### src/rtl/irq_pkg.sv
package irq_pkg;
  localparam int unsigned ADDR_FLAGS    = 0;
  localparam int unsigned ADDR_FLAG_SET = 1;
  localparam int unsigned ADDR_RAW      = 2;
  localparam int unsigned OUT_BASE      = 4;
  localparam int unsigned OUT_STRIDE    = 4;

  typedef enum logic [1:0] {
    OFF_EN   = 2'd0,
    OFF_FRC  = 2'd1,
    OFF_STAT = 2'd2
  } out_off_e;

  function automatic int unsigned out_addr(int unsigned k, out_off_e off);
    return OUT_BASE + k * OUT_STRIDE + int'(off);
  endfunction
endpackage

### src/rtl/irq_flag_bank.sv
module irq_flag_bank #(
  parameter int unsigned N_FLAG = 8
) (
  input  logic              clk_i,
  input  logic              rst_ni,
  input  logic [N_FLAG-1:0] set_i,
  input  logic [N_FLAG-1:0] clr_i,
  input  logic [N_FLAG-1:0] frc_i,
  output logic [N_FLAG-1:0] flags_o
);
  logic [N_FLAG-1:0] flags_q;

  for (genvar i = 0; i < N_FLAG; i++) begin : g_flag
    // set from either side wins over clear
    always_ff @(posedge clk_i or negedge rst_ni) begin
      if (!rst_ni)                    flags_q[i] <= 1'b0;
      else if (set_i[i] || frc_i[i])  flags_q[i] <= 1'b1;
      else if (clr_i[i])              flags_q[i] <= 1'b0;
    end
  end

  assign flags_o = flags_q;
endmodule

### src/rtl/irq_out_ctrl.sv
module irq_out_ctrl #(
  parameter int unsigned RAW_W = 12
) (
  input  logic             clk_i,
  input  logic             rst_ni,
  input  logic             en_we_i,
  input  logic             frc_we_i,
  input  logic [RAW_W-1:0] wdata_i,
  input  logic [RAW_W-1:0] raw_i,
  output logic [RAW_W-1:0] en_o,
  output logic [RAW_W-1:0] frc_o,
  output logic [RAW_W-1:0] stat_o,
  output logic             irq_o
);
  logic [RAW_W-1:0] en_q, frc_q;

  always_ff @(posedge clk_i or negedge rst_ni) begin
    if (!rst_ni) begin
      en_q  <= '0;
      frc_q <= '0;
    end else begin
      if (en_we_i)  en_q  <= wdata_i;
      if (frc_we_i) frc_q <= wdata_i;
    end
  end

  assign en_o   = en_q;
  assign frc_o  = frc_q;
  assign stat_o = (raw_i | frc_q) & en_q;
  assign irq_o  = |stat_o;
endmodule

### src/rtl/irq_regif.sv
module irq_regif
  import irq_pkg::*;
#(
  parameter int unsigned N_FLAG = 8,
  parameter int unsigned N_OUT  = 2,
  parameter int unsigned RAW_W  = 12,
  parameter int unsigned ADDR_W = 4,
  parameter int unsigned DATA_W = 32
) (
  input  logic                        req_i,
  input  logic                        we_i,
  input  logic [ADDR_W-1:0]           addr_i,
  input  logic [DATA_W-1:0]           wdata_i,
  input  logic [N_FLAG-1:0]           flags_i,
  input  logic [RAW_W-1:0]            raw_i,
  input  logic [N_OUT-1:0][RAW_W-1:0] en_i,
  input  logic [N_OUT-1:0][RAW_W-1:0] frc_i,
  input  logic [N_OUT-1:0][RAW_W-1:0] stat_i,
  output logic [N_FLAG-1:0]           flag_clr_o,
  output logic [N_FLAG-1:0]           flag_frc_o,
  output logic [N_OUT-1:0]            en_we_o,
  output logic [N_OUT-1:0]            frc_we_o,
  output logic [RAW_W-1:0]            wdata_o,
  output logic [DATA_W-1:0]           rdata_o
);
  logic wr, rd;
  assign wr      = req_i && we_i;
  assign rd      = req_i && !we_i;
  assign wdata_o = wdata_i[RAW_W-1:0];

  always_comb begin
    flag_clr_o = '0;
    flag_frc_o = '0;
    en_we_o    = '0;
    frc_we_o   = '0;
    if (wr) begin
      if (addr_i == ADDR_W'(ADDR_FLAGS))    flag_clr_o = wdata_i[N_FLAG-1:0];
      if (addr_i == ADDR_W'(ADDR_FLAG_SET)) flag_frc_o = wdata_i[N_FLAG-1:0];
      for (int k = 0; k < N_OUT; k++) begin
        if (addr_i == ADDR_W'(out_addr(k, OFF_EN)))  en_we_o[k]  = 1'b1;
        if (addr_i == ADDR_W'(out_addr(k, OFF_FRC))) frc_we_o[k] = 1'b1;
      end
    end
  end

  always_comb begin
    rdata_o = '0;
    if (rd) begin
      if (addr_i == ADDR_W'(ADDR_FLAGS)) rdata_o = DATA_W'(flags_i);
      if (addr_i == ADDR_W'(ADDR_RAW))   rdata_o = DATA_W'(raw_i);
      for (int k = 0; k < N_OUT; k++) begin
        if (addr_i == ADDR_W'(out_addr(k, OFF_EN)))   rdata_o = DATA_W'(en_i[k]);
        if (addr_i == ADDR_W'(out_addr(k, OFF_FRC)))  rdata_o = DATA_W'(frc_i[k]);
        if (addr_i == ADDR_W'(out_addr(k, OFF_STAT))) rdata_o = DATA_W'(stat_i[k]);
      end
    end
  end
endmodule

### src/rtl/irq_flag_ctrl.sv
module irq_flag_ctrl #(
  parameter int unsigned N_ENG  = 4,
  parameter int unsigned N_FLAG = 8,
  parameter int unsigned N_VIS  = 4,
  parameter int unsigned N_OUT  = 2,
  parameter int unsigned ADDR_W = 4,
  parameter int unsigned DATA_W = 32
) (
  input  logic              clk_i,
  input  logic              rst_ni,
  input  logic [N_ENG-1:0]  rx_nempty_i,
  input  logic [N_ENG-1:0]  tx_nfull_i,
  input  logic [N_FLAG-1:0] flag_set_i,
  output logic [N_FLAG-1:0] flag_o,
  input  logic              req_i,
  input  logic              we_i,
  input  logic [ADDR_W-1:0] addr_i,
  input  logic [DATA_W-1:0] wdata_i,
  output logic [DATA_W-1:0] rdata_o,
  output logic [N_OUT-1:0]  irq_o
);
  localparam int unsigned RAW_W = 2 * N_ENG + N_VIS;

  logic [N_FLAG-1:0]           flags, flag_clr, flag_frc;
  logic [RAW_W-1:0]            raw, wdata_raw;
  logic [N_OUT-1:0][RAW_W-1:0] en_q, frc_q, stat;
  logic [N_OUT-1:0]            en_we, frc_we;

  assign raw    = {flags[N_VIS-1:0], tx_nfull_i, rx_nempty_i};
  assign flag_o = flags;

  irq_flag_bank #(.N_FLAG(N_FLAG)) u_bank (
    .clk_i   (clk_i),
    .rst_ni  (rst_ni),
    .set_i   (flag_set_i),
    .clr_i   (flag_clr),
    .frc_i   (flag_frc),
    .flags_o (flags)
  );

  for (genvar k = 0; k < N_OUT; k++) begin : g_out
    irq_out_ctrl #(.RAW_W(RAW_W)) u_out (
      .clk_i    (clk_i),
      .rst_ni   (rst_ni),
      .en_we_i  (en_we[k]),
      .frc_we_i (frc_we[k]),
      .wdata_i  (wdata_raw),
      .raw_i    (raw),
      .en_o     (en_q[k]),
      .frc_o    (frc_q[k]),
      .stat_o   (stat[k]),
      .irq_o    (irq_o[k])
    );
  end

  irq_regif #(
    .N_FLAG(N_FLAG), .N_OUT(N_OUT), .RAW_W(RAW_W),
    .ADDR_W(ADDR_W), .DATA_W(DATA_W)
  ) u_regif (
    .req_i      (req_i),
    .we_i       (we_i),
    .addr_i     (addr_i),
    .wdata_i    (wdata_i),
    .flags_i    (flags),
    .raw_i      (raw),
    .en_i       (en_q),
    .frc_i      (frc_q),
    .stat_i     (stat),
    .flag_clr_o (flag_clr),
    .flag_frc_o (flag_frc),
    .en_we_o    (en_we),
    .frc_we_o   (frc_we),
    .wdata_o    (wdata_raw),
    .rdata_o    (rdata_o)
  );
endmodule

### config.mk
export PLATFORM = sky130hd
export DESIGN_NAME = irq_flag_ctrl
export DESIGN_NICKNAME = d
export VERILOG_FILES = /design/src/rtl/irq_pkg.sv /design/src/rtl/irq_flag_bank.sv /design/src/rtl/irq_out_ctrl.sv /design/src/rtl/irq_regif.sv /design/src/rtl/irq_flag_ctrl.sv
export SDC_FILE = /design/constraint.sdc
export NUM_CORES = 1
export LEC_CHECK = 0
export CAP_MARGIN = 20
export CORE_ASPECT_RATIO = 0.8
export CORE_MARGIN = 1
export CORE_UTILIZATION = 65
export DETAILED_ROUTE_END_ITERATION = 10
export DONT_BUFFER_PORTS = 1
export PLACE_DENSITY = 0.92
export SYNTH_ARGS = -nofsm -noshare
export SYNTH_HDL_FRONTEND = slang
export SYNTH_SLANG_ARGS = --single-unit
### constraint.sdc
create_clock -name clk_i -period 6.1 [get_ports clk_i]
set_clock_uncertainty 0.15 [all_clocks]
set_input_delay 0.915 -clock clk_i [delete_from_list [all_inputs] [get_ports clk_i]]
set_output_delay 0.915 -clock clk_i [all_outputs]
set_load 0.02 [all_outputs]
---- Word-level counts from Yosys, hierarchy flattened ----
Cells that the tools add are included.
word-level totals
  register bits ........................... 56
  input bits .............................. 56
  output and inout port bits .............. 42
  word-level logic and storage cells ...... 81
operators by class
  eq/ne operators ......................... 8
  muxes and demuxes ....................... 35
  bitwise gates (word level) .............. 4
  reductions and logical operators ........ 22
operators by type and width
  cell                  count
  $mux W12              7
  $mux W8               5
  $mux W32              1
  $and A12 B12 Y12      2
  $or A12 B12 Y12       2
  $reduce_or A12 Y1     2
  $mux W1               20
  $reduce_bool A2 Y1    8
  $eq A4 B3 Y1 const B  3
  $eq A4 B4 Y1 const B  3
  $logic_or A1 B1 Y1    8
  $eq A4 B1 Y1 const B  1
  $eq A4 B2 Y1 const B  1
  $logic_not A4 Y1      1
  $mux W2               2
  $logic_and A1 B1 Y1   2
  $logic_not A1 Y1      1

---- Depth between registers and ports, before layout ----
  depth in word-level cells ............... 10
  gate-level depth with buffers ........... 6
  depth with buffers taken out ............ 4

---- Cells and area by module ----
Synthesis repeated with hierarchy kept, for this count alone.
second synthesis, totals
  cells, all modules ...................... 385
  area, all modules ....................... 3673.5 sq um
by module, submodules not included
  module         times used  cells an instance  area an instance (sq um)  seq. area each (sq um)
  irq_out_ctrl   2           66                 999.7                     600.6
  irq_regif      1           221                1373.8                    0.0
  irq_flag_bank  1           32                 300.3                     200.2

---- Worst setup path before layout ----
Ideal clock, no wire load.
  path kind ............................... input to output
  start ................................... input port addr_i[1]
  end ..................................... output port rdata_o[11]
  data arrival time ....................... 2.420 ns
  data required time ...................... 5.035 ns
  path slack .............................. 2.615 ns
  stages .................................. 5
  path buffers ............................ 1
  cells stage by stage .................... buf_2 nor2b_1 nand3_1 a221o_1 a221oi_1
between the ends
  word-level cells in the longest chain between the ends .. 9
  elaborated cells between the ends (all ways) .. 15
  those cells by class .................... eq/ne: 7; mux: 8
RTL lines
  what             line                 text
  start, declared  irq_flag_ctrl.sv:17  input logic [ADDR_W-1:0] addr_i,
  $eq A4 B2 Y1     irq_regif.sv:50      if (addr_i == ADDR_W'(ADDR_RAW)) rdata_o = DATA_W'(raw_i);
  $mux W12         irq_regif.sv:50
  $mux W12         irq_regif.sv:52      if (addr_i == ADDR_W'(out_addr(k, OFF_EN))) rdata_o = DATA_W'(en_i[k]);
  $mux W12         irq_regif.sv:53      if (addr_i == ADDR_W'(out_addr(k, OFF_FRC))) rdata_o = DATA_W'(frc_i[k]);
  $mux W12         irq_regif.sv:54      if (addr_i == ADDR_W'(out_addr(k, OFF_STAT))) rdata_o = DATA_W'(stat_i[k]);
  $mux W12         irq_regif.sv:52
  $mux W12         irq_regif.sv:53
  $mux W12 *       irq_regif.sv:54
  $mux W32 *       irq_regif.sv:48      if (rd) begin
  end, declared    irq_flag_ctrl.sv:19  output logic [DATA_W-1:0] rdata_o,
Every way passes the cells marked *; elsewhere a longest branch is shown, timed or not.

---- Worst setup path after layout ----
  start ................................... input port addr_i[3]
  end ..................................... output port rdata_o[7]
between the ends
  word-level cells in the longest chain between the ends .. 10
  elaborated cells between the ends (all ways) .. 17
  those cells by class .................... eq/ne: 7; mux: 9; reduce/logical: 1
RTL lines
  what              line             text
  $logic_not A4 Y1  irq_regif.sv:49  if (addr_i == ADDR_W'(ADDR_FLAGS)) rdata_o = DATA_W'(flags_i);
  $mux W8           irq_regif.sv:49
  $mux W12          irq_regif.sv:50
  $mux W12          irq_regif.sv:52
  $mux W12          irq_regif.sv:53
  $mux W12          irq_regif.sv:54
  $mux W12          irq_regif.sv:52
  $mux W12          irq_regif.sv:53
  $mux W12 *        irq_regif.sv:54
  $mux W32 *        irq_regif.sv:48
Marked as above.

==> summary.txt <==
Layout
  – Cell Count, Final, Fillers Out: 386
  – Area growth, synth to finish: -0.217%
  – Design area: 3450 sq um
  – Nets: 379
  – Layout cell share with drive strength beyond 1: 4.94%
  – Fillers: 390
  – ANT cells: 0

Clock tree
  – Cts bufs inserted: 5
  – CTS clk-pin slew, worst paths: 0.09 ns
  – Post-CTS sizing: 0
  – Root Buffer: clkbuf_8
  – # hold bufs at CTS: 0
  – Clock Sinks: 56
  – Post-CTS Repair Setup Buffers: 0
  – H-tree Lvls: 2
  – Clock latency on the worst-skew pair: 0.31 ns
  – CTS tree: built
  – Worst-case clock buffer depth: 2

Routing
  – Routed wire length: 9.39 mm
  – Via count: 2,875
  – Detail Route Antenna Nets: 0
  – Vias/cell: 7.45
  – Drc violations: 0
  – DRT iter0 DRCs: 450
  – DRT Pass-1 Iters: 6
  – DR WL/cell: 24.3 um

Worst setup path
  – Crit-path max FO: 20
  – Worst R2R Path Depth: 1
  – Worst Setup End Kind: output port
  – CP arrival: 2.72 ns
  – Crit start category: primary input
  – R2r startpoint: u_bank.flags_o[2]
  – WS Path Type: in2out
  – Worst reg-to-reg setup slack: 4.92 ns
  – Required time of the critical path: 5.03 ns
  – Crit path launch: addr_i[3]
  – Worst setup endpoint: rdata_o[7]
  – Worst R2R End: u_bank.flags_o[2]

Yosys
  – Top-count cell post-synth: dfrtp_1
  – Cells after Synth: 338
  – Simple-gate area share of the yosys netlist: 14.0%
  – Synthesized area: 3460 sq um
  – Synth Flop Type: dfrtp_1
  – Synth area leader: dfrtp_1
  – Seq cells post-synth: 56
  – Synth Area in Adders: 0%
  – Post-synth EDFFs: 0
  – Largest family of logic cells by synthesized area: compound AO/OA/AOI/OAI gates
  – Area contributors post-synth: dfrtp_1, mux2_1, o21ai_0
  – Post-synth ARST share: 100%
  – Most frequent cells after synthesis: dfrtp_1, mux2_1, o21ai_0
  – Mean cell area of the mapped netlist: 10.2 sq um
  – Post-synthesis compound-gate area fraction: 20.3%
  – Post-synthesis mux area share: 17.3%
  – Post-synthesis sequential area ratio: 40.5%
  – YS warnings: 0
  – Unique masters post-synth: 43
  – Yosys top cell area share: 40.5%
  – XOR/XNOR Fraction of Synth Area: 0%

Floorplan
  – Row count: 23
  – DIE AREA: 5620 sq um
  – Starting Density: 68.3%
  – I/O pin cnt: 98
  – Die width: 83.5 um
  – Die Y: 67.2 um
  – Core area: 5060 sq um

Timing
  – Fin crit share: 62.0%
  – Final setup vio count: 0
  – Fin Setup TNS: 0 ns
  – Fmax: 265 MHz
  – RSZ-0062 raised after global routing: no
  – Rel. slew slack: 35.4%
  – Final worst path period need: 3.78 ns
  – Hold WS: 0.134 ns
  – Worst-margin pin slew: 0.966 ns
  – Final Hold Viols: 0
  – Fin. max-slew vios: 0

Pwr
  – Maximum VDD drop: 0.174 mV
  – Tot Pwr: 0.855 mW
  – Leakage power total: 1.38 nW
  – PwrDens: 248 nW/um^2

Flow run
  – Max Cap Viol: 0

GRT
  – First-pass GRT wire length: 14.4 mm
  – Initial antenna violation count: 0
  – GRT Total Usage: 34.1%
  – Vias in the first global route: 2,689
  – Largest net degree at the start of global routing: 57
  – GRT overflow: 0

Place
  – GP Congestion: 0.967
  – DP HPWL: 6.42 mm
  – IO Port Bufs: 0
  – DP Cell Count: 378
  – Dpl cell area: 3360 sq um

Hold path
  – Hold Path Class: in2async

Outcome
  – Status: completed
## sequential cells by signal, summed over array words and instances, names as in the netlist
signal / cells
g_out.u_out.en_o: 24
u_bank.flags_o: 8
g_out.u_out.frc_o: 24
## report_power, final
group / leakage (nW) / internal (mW) / switching [mW]
combinational: 0.651 / 0.0712 / 0.0900
clock: 0.0455 / 0.0929 / 0.116
sequential: 0.684 / 0.434 / 0.0515
total: 1.38 / 0.598 / 0.258
## through the flow
step | worst slack [ns] | util [%]
after floorplan | 2.61 | -
after global placement | 2.44 | 66.3
after detailed placement | 2.41 | 66.3
after CTS | 2.40 | 68.1
after global routing | 2.25 | 68.1
final | 2.32 | 68.1
## cell type report
cell class	instances	area (sq um)	area share, %
Sequential cell	56	1400	40.6
Clock buffer	8	90.1	2.61
Inverter	2	7.51	0.218
Tap cell	62	77.6	2.25
Timing Repair Buffer	2	15.0	0.435
Multi-Input combinational cell	256	1860	53.9
## cells in the final DEF, fill, tap and decap left out, types with 7 or more instances in the layout
cell type,instances
mux2_1,49
nor2b_1,15
a21o_1,7
nand2_1,15
or3_1,9
nor2_1,10
o21ai_0,36
o221ai_1,9
nand2b_1,12
conb_1,20
a221o_1,15
dfrtp_1,56
## routing by layer
| layer | global-route usage, % | wire (um) | vias to the layer above |
|---|---|---|---|
| li1 | - | - | 1215 |
| met1 | 45.4 | 3640 | 1401 |
| met2 | 54.2 | 4300 | 218 |
| met3 | 8.92 | 1190 | 41 |
| met4 | 12.7 | 250 | 0 |
| met5 | 3.64 | 0 | - |
## how the worst min path moves through the flow
| stage | endpoint | startpoint |
|---|---|---|
| CTS | u_bank.flags_o[3] | rst_ni |
| global route | u_bank.flags_o[5] | rst_ni |
| floorplan | g_out[0].u_out.frc_o[8] | g_out[0].u_out.frc_o[8] |
| global placement | g_out[1].u_out.frc_o[7] | g_out[1].u_out.frc_o[7] |
| finish | u_bank.flags_o[3] | rst_ni |
| detailed placement | g_out[1].u_out.frc_o[5] | g_out[1].u_out.frc_o[5] |
## cell families (layout without fill, tap and decap cells)
family / after synthesis / count (layout)
multiplexers: 53 / 53
AND/OR/NAND/NOR: 84 / 84
AO/OA/AOI/OAI: 99 / 99
buffers and inverters: 45 / 12
flip-flops: 56 / 56
other: 1 / 20
## critical path, cell delays in order
cell and delay [ns]:
nor2b_1 0.75, o221ai_1 0.26, a221oi_1 0.78
No activity file was read; power rests on OpenSTA's default activity.
